### config.mk
export PLATFORM = sky130hd
export DESIGN_NAME = alu_flag_unit
export DESIGN_NICKNAME = d
export VERILOG_FILES = /design/src/rtl/alu_pkg.sv /design/src/rtl/alu_addsub.sv /design/src/rtl/alu_logic.sv /design/src/rtl/alu_flag_gen.sv /design/src/rtl/alu_flag_reg.sv /design/src/rtl/alu_flag_unit.sv
export SDC_FILE = /design/constraint.sdc
export NUM_CORES = 1
export LEC_CHECK = 0
export ABC_AREA = 1
export CORE_ASPECT_RATIO = 1.5
export CORE_UTILIZATION = 51
export DETAILED_ROUTE_END_ITERATION = 12
export PLACE_DENSITY = 0.86
export SLEW_MARGIN = 20
export SYNTH_ARGS = -nofsm -noshare
export SYNTH_HDL_FRONTEND = slang
export SYNTH_SLANG_ARGS = --single-unit
### constraint.sdc
create_clock -name clk -period 6 [get_ports clk]
set_clock_uncertainty 0.05 [all_clocks]
set_input_delay 1.5 -clock clk [delete_from_list [all_inputs] [get_ports clk]]
set_output_delay 1.5 -clock clk [all_outputs]
set_load 0.03 [all_outputs]
### src/rtl/alu_pkg.sv
package alu_pkg;

  localparam int unsigned COND_N = 6;
  localparam int unsigned CTRL_N = 3;
  localparam int unsigned FLAG_N = COND_N + CTRL_N;

  typedef enum logic [2:0] {
    OP_ADD = 3'd0,
    OP_ADC = 3'd1,
    OP_SUB = 3'd2,
    OP_SBB = 3'd3,
    OP_AND = 3'd4,
    OP_OR  = 3'd5,
    OP_XOR = 3'd6,
    OP_NOT = 3'd7
  } alu_op_e;

  // Packed so that cry lands on bit 0 and ovf on bit 5
  typedef struct packed {
    logic ovf;
    logic sgn;
    logic zro;
    logic aux;
    logic par;
    logic cry;
  } cond_t;

endpackage

### src/rtl/alu_addsub.sv
module alu_addsub #(
  parameter int unsigned DATA_W = 16,
  parameter int unsigned BYTE_W = 8,
  parameter int unsigned NIB_W  = 4
) (
  input  logic [DATA_W-1:0] a_i,
  input  logic [DATA_W-1:0] b_i,
  input  logic              sub_i,
  input  logic              cin_i,
  input  logic              word_i,
  output logic [DATA_W-1:0] sum_o,
  output logic              cry_o,
  output logic              aux_o,
  output logic              ovf_o
);

  localparam int unsigned EXT_W = DATA_W + 1;
  localparam int unsigned HI_W  = DATA_W - BYTE_W;

  logic [DATA_W-1:0] b_eff;
  logic              c_eff;
  logic [EXT_W-1:0]  full;
  logic              c_into_nib;
  logic              c_into_bmsb;
  logic              c_outof_b;
  logic              c_into_wmsb;

  always_comb begin
    // Subtraction is A + ~B + ~borrow; carry sense is inverted at the end
    b_eff = sub_i ? ~b_i : b_i;
    c_eff = sub_i ^ cin_i;
    full  = {1'b0, a_i} + {1'b0, b_eff} + EXT_W'(c_eff);

    // Carry into bit k recovered from sum and operand bits
    c_into_nib  = full[NIB_W]    ^ a_i[NIB_W]    ^ b_eff[NIB_W];
    c_into_bmsb = full[BYTE_W-1] ^ a_i[BYTE_W-1] ^ b_eff[BYTE_W-1];
    c_outof_b   = full[BYTE_W]   ^ a_i[BYTE_W]   ^ b_eff[BYTE_W];
    c_into_wmsb = full[DATA_W-1] ^ a_i[DATA_W-1] ^ b_eff[DATA_W-1];

    aux_o = c_into_nib ^ sub_i;

    if (word_i) begin
      sum_o = full[DATA_W-1:0];
      cry_o = full[DATA_W] ^ sub_i;
      ovf_o = full[DATA_W] ^ c_into_wmsb;
    end else begin
      sum_o = {{HI_W{1'b0}}, full[BYTE_W-1:0]};
      cry_o = c_outof_b ^ sub_i;
      ovf_o = c_outof_b ^ c_into_bmsb;
    end
  end

endmodule

### src/rtl/alu_logic.sv
module alu_logic #(
  parameter int unsigned DATA_W = 16,
  parameter int unsigned BYTE_W = 8
) (
  input  logic [DATA_W-1:0] a_i,
  input  logic [DATA_W-1:0] b_i,
  input  logic [1:0]        sel_i,
  input  logic              word_i,
  output logic [DATA_W-1:0] res_o
);

  localparam int unsigned HI_W = DATA_W - BYTE_W;

  logic [DATA_W-1:0] raw;
  logic [DATA_W-1:0] size_mask;

  always_comb begin
    unique case (sel_i)
      2'd0:    raw = a_i & b_i;
      2'd1:    raw = a_i | b_i;
      2'd2:    raw = a_i ^ b_i;
      default: raw = ~a_i;
    endcase
    size_mask = word_i ? {DATA_W{1'b1}} : {{HI_W{1'b0}}, {BYTE_W{1'b1}}};
    res_o     = raw & size_mask;
  end

endmodule

### src/rtl/alu_flag_gen.sv
module alu_flag_gen
  import alu_pkg::*;
#(
  parameter int unsigned DATA_W = 16,
  parameter int unsigned BYTE_W = 8
) (
  input  logic [DATA_W-1:0] res_i,
  input  logic              word_i,
  input  logic              arith_i,
  input  logic              cry_i,
  input  logic              aux_i,
  input  logic              ovf_i,
  output cond_t             flags_o
);

  always_comb begin
    flags_o.par = ~^res_i[BYTE_W-1:0];
    flags_o.zro = (res_i == '0);
    flags_o.sgn = word_i ? res_i[DATA_W-1] : res_i[BYTE_W-1];
    flags_o.cry = arith_i & cry_i;
    flags_o.aux = arith_i & aux_i;
    flags_o.ovf = arith_i & ovf_i;
  end

endmodule

### src/rtl/alu_flag_reg.sv
module alu_flag_reg
  import alu_pkg::*;
(
  input  logic              clk,
  input  logic              rst_n,
  input  logic              cond_we_i,
  input  cond_t             cond_i,
  input  logic              ctrl_we_i,
  input  logic [CTRL_N-1:0] ctrl_i,
  output logic [FLAG_N-1:0] flags_o
);

  logic [FLAG_N-1:0] flags_d;
  logic [FLAG_N-1:0] flags_q;

  always_comb begin
    flags_d = flags_q;
    if (cond_we_i) flags_d[COND_N-1:0]      = cond_i;
    if (ctrl_we_i) flags_d[FLAG_N-1:COND_N] = ctrl_i;
  end

  always_ff @(posedge clk or negedge rst_n) begin
    if (!rst_n) flags_q <= '0;
    else        flags_q <= flags_d;
  end

  assign flags_o = flags_q;

endmodule

### src/rtl/alu_flag_unit.sv
module alu_flag_unit
  import alu_pkg::*;
#(
  parameter int unsigned DATA_W      = 16,
  parameter int unsigned BYTE_W      = 8,
  parameter int unsigned NIB_W       = 4,
  parameter int unsigned SYNC_STAGES = 2
) (
  input  logic                     clk,
  input  logic                     rst_n,
  input  logic [DATA_W-1:0]        opa_i,
  input  logic [DATA_W-1:0]        opb_i,
  input  logic [2:0]               op_i,
  input  logic                     word_i,
  input  logic                     cin_i,
  input  logic                     flag_we_i,
  input  logic                     ctrl_we_i,
  input  logic [CTRL_N-1:0]        ctrl_wdata_i,
  output logic [DATA_W-1:0]        result_o,
  output logic                     cf_o,
  output logic                     pf_o,
  output logic                     af_o,
  output logic                     zf_o,
  output logic                     sf_o,
  output logic                     of_o,
  output logic [FLAG_N-1:0]        flags_q_o
);

  // Reset: asserted asynchronously, released on the clock
  logic rst_sync_n;

  generate
    if (SYNC_STAGES <= 1) begin : g_sync_one
      logic sync_q;
      always_ff @(posedge clk or negedge rst_n) begin
        if (!rst_n) sync_q <= 1'b0;
        else        sync_q <= 1'b1;
      end
      assign rst_sync_n = sync_q;
    end else begin : g_sync_chain
      logic [SYNC_STAGES-1:0] sync_q;
      always_ff @(posedge clk or negedge rst_n) begin
        if (!rst_n) sync_q <= '0;
        else        sync_q <= {sync_q[SYNC_STAGES-2:0], 1'b1};
      end
      assign rst_sync_n = sync_q[SYNC_STAGES-1];
    end
  endgenerate

  // Operation decode
  alu_op_e op;
  logic    is_arith;
  logic    is_sub;
  logic    use_cin;

  always_comb begin
    op       = alu_op_e'(op_i);
    is_arith = 1'b0;
    is_sub   = 1'b0;
    use_cin  = 1'b0;
    unique case (op)
      OP_ADD: is_arith = 1'b1;
      OP_ADC: begin is_arith = 1'b1; use_cin = 1'b1; end
      OP_SUB: begin is_arith = 1'b1; is_sub = 1'b1; end
      OP_SBB: begin is_arith = 1'b1; is_sub = 1'b1; use_cin = 1'b1; end
      default: ;
    endcase
  end

  logic [DATA_W-1:0] arith_res;
  logic [DATA_W-1:0] logic_res;
  logic              a_cry;
  logic              a_aux;
  logic              a_ovf;
  cond_t             live_flags;

  alu_addsub #(
    .DATA_W (DATA_W),
    .BYTE_W (BYTE_W),
    .NIB_W  (NIB_W)
  ) u_addsub (
    .a_i    (opa_i),
    .b_i    (opb_i),
    .sub_i  (is_sub),
    .cin_i  (use_cin & cin_i),
    .word_i (word_i),
    .sum_o  (arith_res),
    .cry_o  (a_cry),
    .aux_o  (a_aux),
    .ovf_o  (a_ovf)
  );

  alu_logic #(
    .DATA_W (DATA_W),
    .BYTE_W (BYTE_W)
  ) u_logic (
    .a_i    (opa_i),
    .b_i    (opb_i),
    .sel_i  (op_i[1:0]),
    .word_i (word_i),
    .res_o  (logic_res)
  );

  assign result_o = is_arith ? arith_res : logic_res;

  alu_flag_gen #(
    .DATA_W (DATA_W),
    .BYTE_W (BYTE_W)
  ) u_flag_gen (
    .res_i   (result_o),
    .word_i  (word_i),
    .arith_i (is_arith),
    .cry_i   (a_cry),
    .aux_i   (a_aux),
    .ovf_i   (a_ovf),
    .flags_o (live_flags)
  );

  assign cf_o = live_flags.cry;
  assign pf_o = live_flags.par;
  assign af_o = live_flags.aux;
  assign zf_o = live_flags.zro;
  assign sf_o = live_flags.sgn;
  assign of_o = live_flags.ovf;

  alu_flag_reg u_flag_reg (
    .clk       (clk),
    .rst_n     (rst_sync_n),
    .cond_we_i (flag_we_i),
    .cond_i    (live_flags),
    .ctrl_we_i (ctrl_we_i),
    .ctrl_i    (ctrl_wdata_i),
    .flags_o   (flags_q_o)
  );

endmodule

==> reports/qor.yml <==
floorplan.rows: 33
drtIter0Drc: 212
drtAntennaViolNets: 0
seq_area_frac_synth: 0.0926
gp_congestion: 0.940
crit_start: "opb_i[1]"
power.leakage_uw: 0.00238
regToRegSetupSlack_ps: 5200
nets: 681
worst_ep_arrival_time_ps: 4440
synth_seq_cells: 11
hold_ws_ps: 127
cp-start-kind: "input pin"
finalHoldViolations: 0
synth_fp_nets: 551
gr-total-overflow: 0
coreArea_um2: 5530
syn_avg_cell_area_um2: 6.55
worst_r2r_endpoint: "u_flag_reg.flags_o[8]"
cts_max_path_buffers: 2
area_growth_pct: 47.5
dr.pass1.iters: 5
antenna_found_initial: 0
period_minus_slack_ps: 5990
yosys_warnings: 0
clkTransAtPathRegs_ps: 60
ir_drop_mv: 0.184
max-cap-violations: 0
root_buffer: "clkbuf_8"
via_per_inst: 5.70
synth_cell_types: 44
num_io_pins: 75
vias: 3721
worstSetupPathType: "input pin to output port"
routedWlPerCell_um: 16.6
hold_class: "flip-flop to asynchronous set/reset pin"
dpl.cell_count: 636
synth_area_leaders: "ha_1 21%, nand2_1 14%, inv_1 10%"
path_max_fanout: 3
outcome: "finished, final reports clean"
synth-main-ff-cell: "dfrtp_1"
yosysTopAreaCell: "ha_1"
die_area_um2: 6150
place_hpwl_mm: 7.43
cp-end-kind: "output port"
grt_max_degree: 21
clkSinkCount: 11
die_x_um: 64.4
fin_cells: 653
ys_async_sr_fraction: 1.00
power.density_nw_per_um2: 202
grtUsageTotal: 0.330
slew_viol_final: 0
grt_pass1_vias: 3734
drive_above_1_share: 0.286
synth-edff-count: 0
regToRegStartpoint: "u_flag_reg.flags_o[8]"
synth_top_area_frac: 0.215
wl_mm: 10.8
syn_area_um2: 2970
setup_viol: 0
crit_end: "pf_o"
cts_hold_buf: 0
cts_tree: "yes"
drc_errors: 0
required_ps: 4450
io_buffers: 74
postSynthCellCount: 454
numCtsBuffers: 3
reg2regPathDepth: 1
diodes: 0
max_freq_mhz: 167
fin_crit_sh: 0.999
htree_levels: 1
die_h_um: 95.5
clk_latency_ps: 250
grt_pass1_wl_mm: 16.0
start_util: 0.538
[final cells by class]
class                      instances  area [um^2]
fill                             380         1150
clock buffer                       4         45.0
tap                               70         87.6
sequential                        11          275
timing repair buffer             134         1160
inverter                          85          319
multi-input combinational        349         2500
[worst min path at each step]
stage / startpoint / endpoint / slack, ps / depth (start not counted)
floorplan: g_sync_chain.sync_q[1] / u_flag_reg.flags_o[0] / 60 / 0
global placement: g_sync_chain.sync_q[1] / u_flag_reg.flags_o[2] / 90 / 0
detailed placement: g_sync_chain.sync_q[1] / u_flag_reg.flags_o[2] / 120 / 0
CTS: g_sync_chain.sync_q[1] / u_flag_reg.flags_o[2] / 120 / 0
global route: g_sync_chain.sync_q[1] / u_flag_reg.flags_o[2] / 150 / 0
finish: g_sync_chain.sync_q[1] / u_flag_reg.flags_o[2] / 130 / 0
[Yosys cell counts, types with 5 or more instances]
cell type,instances
a21oi_1,18
a221oi_1,7
a31oi_1,5
dfrtp_1,11
ha_1,51
inv_1,79
inv_2,5
nand2_1,108
nand2_2,8
nand3_1,38
nor2_1,25
o211ai_1,5
o21ai_0,17
xnor2_1,6
xor2_1,19
[flip-flops by register name, summed over array words and instances, names as in the netlist]
signal and flops:
u_flag_reg.flags_o 9, g_sync_chain.sync_q 2
[per-stage QoR]
step           utilization  setup TNS (ps)  power [uW]  cell area, um^2  setup slack, ps
5_1_grt              0.793            -237         936             4390            -77.3
3_5_place_dp         0.733            -650         694             4050             -271
4_1_cts              0.759               0         808             4200             47.4
6_report             0.793               0         885             4390             8.30
2_1_floorplan            -               0         463             3020             27.1
3_3_place_gp         0.733            -273         676             4050             -141
[power by group]
part / internal [uW] / switching (uW)
clock network: 47.0 / 33.8
registers: 85.3 / 8.57
logic: 310 / 400
[critical path, stage by stage]
cell and delay (ps):
clkdlybuf4s50_1 500, inv_2 70, xor2_2 200, ha_1 320, nand3_2 80, nand2_2 100
nand3_2 70, nand3_2 100, inv_1 80, or2_2 300, a32oi_2 250, inv_2 70
ha_4 250, xnor2_2 140, xnor2_2 240, buf_6 170
[per-layer routing]
metal	wire (um)	GRT usage	part of all wire	vias to the layer above
met5	0	0	0	-
met4	600	0.181	0.055	0
met3	783	0.0514	0.072	64
met2	5610	0.631	0.52	214
met1	3830	0.335	0.35	1706
li1	-	-	-	1737
[logic make-up after synthesis]
group	after synthesis	synth area share
AOI/OAI and AO/OA	74	0.168
xor gates and xnor gates	25	0.0736
adders and majority gates	53	0.228
buffers and inverters	94	0.139
DFF	11	0.0926
muxes	3	0.0114
other	1	0.00126
and+or+nand+nor	193	0.286
[layout by cell type, fill, tap and decap left out, types with 3 or more instances in the layout]
| cell type | count |
|---|---|
| inv_2 | 10 |
| mux2_2 | 3 |
| o21ai_2 | 4 |
| inv_1 | 74 |
| dlygate4sd2_1 | 3 |
| a221oi_2 | 3 |
| a31oi_1 | 5 |
| a21oi_1 | 12 |
| nand2_4 | 3 |
| nand2_1 | 98 |
| o21ai_0 | 14 |
| xor2_1 | 17 |
| o21a_1 | 3 |
| buf_4 | 76 |
| buf_6 | 5 |
| nor2_2 | 4 |
| dfrtp_1 | 11 |
| ha_1 | 48 |
| clkdlybuf4s50_1 | 45 |
| nand2_2 | 17 |
| nand3_1 | 33 |
| clkbuf_8 | 3 |
| o211ai_1 | 5 |
| nor2_1 | 21 |
| a221oi_1 | 7 |
| nand3_2 | 7 |
| o21ai_1 | 4 |
| a21oi_2 | 8 |
| xnor2_2 | 3 |
[what timing repair did]
item | in CTS | in global routing
resized for setup | 26 | 35
cloned | 0 | 0
pin swaps | 7 | 23
setup endpoints to repair | 5 | 5
buffers inserted | 2 | 11
Power figures use the tool's default switching activity.
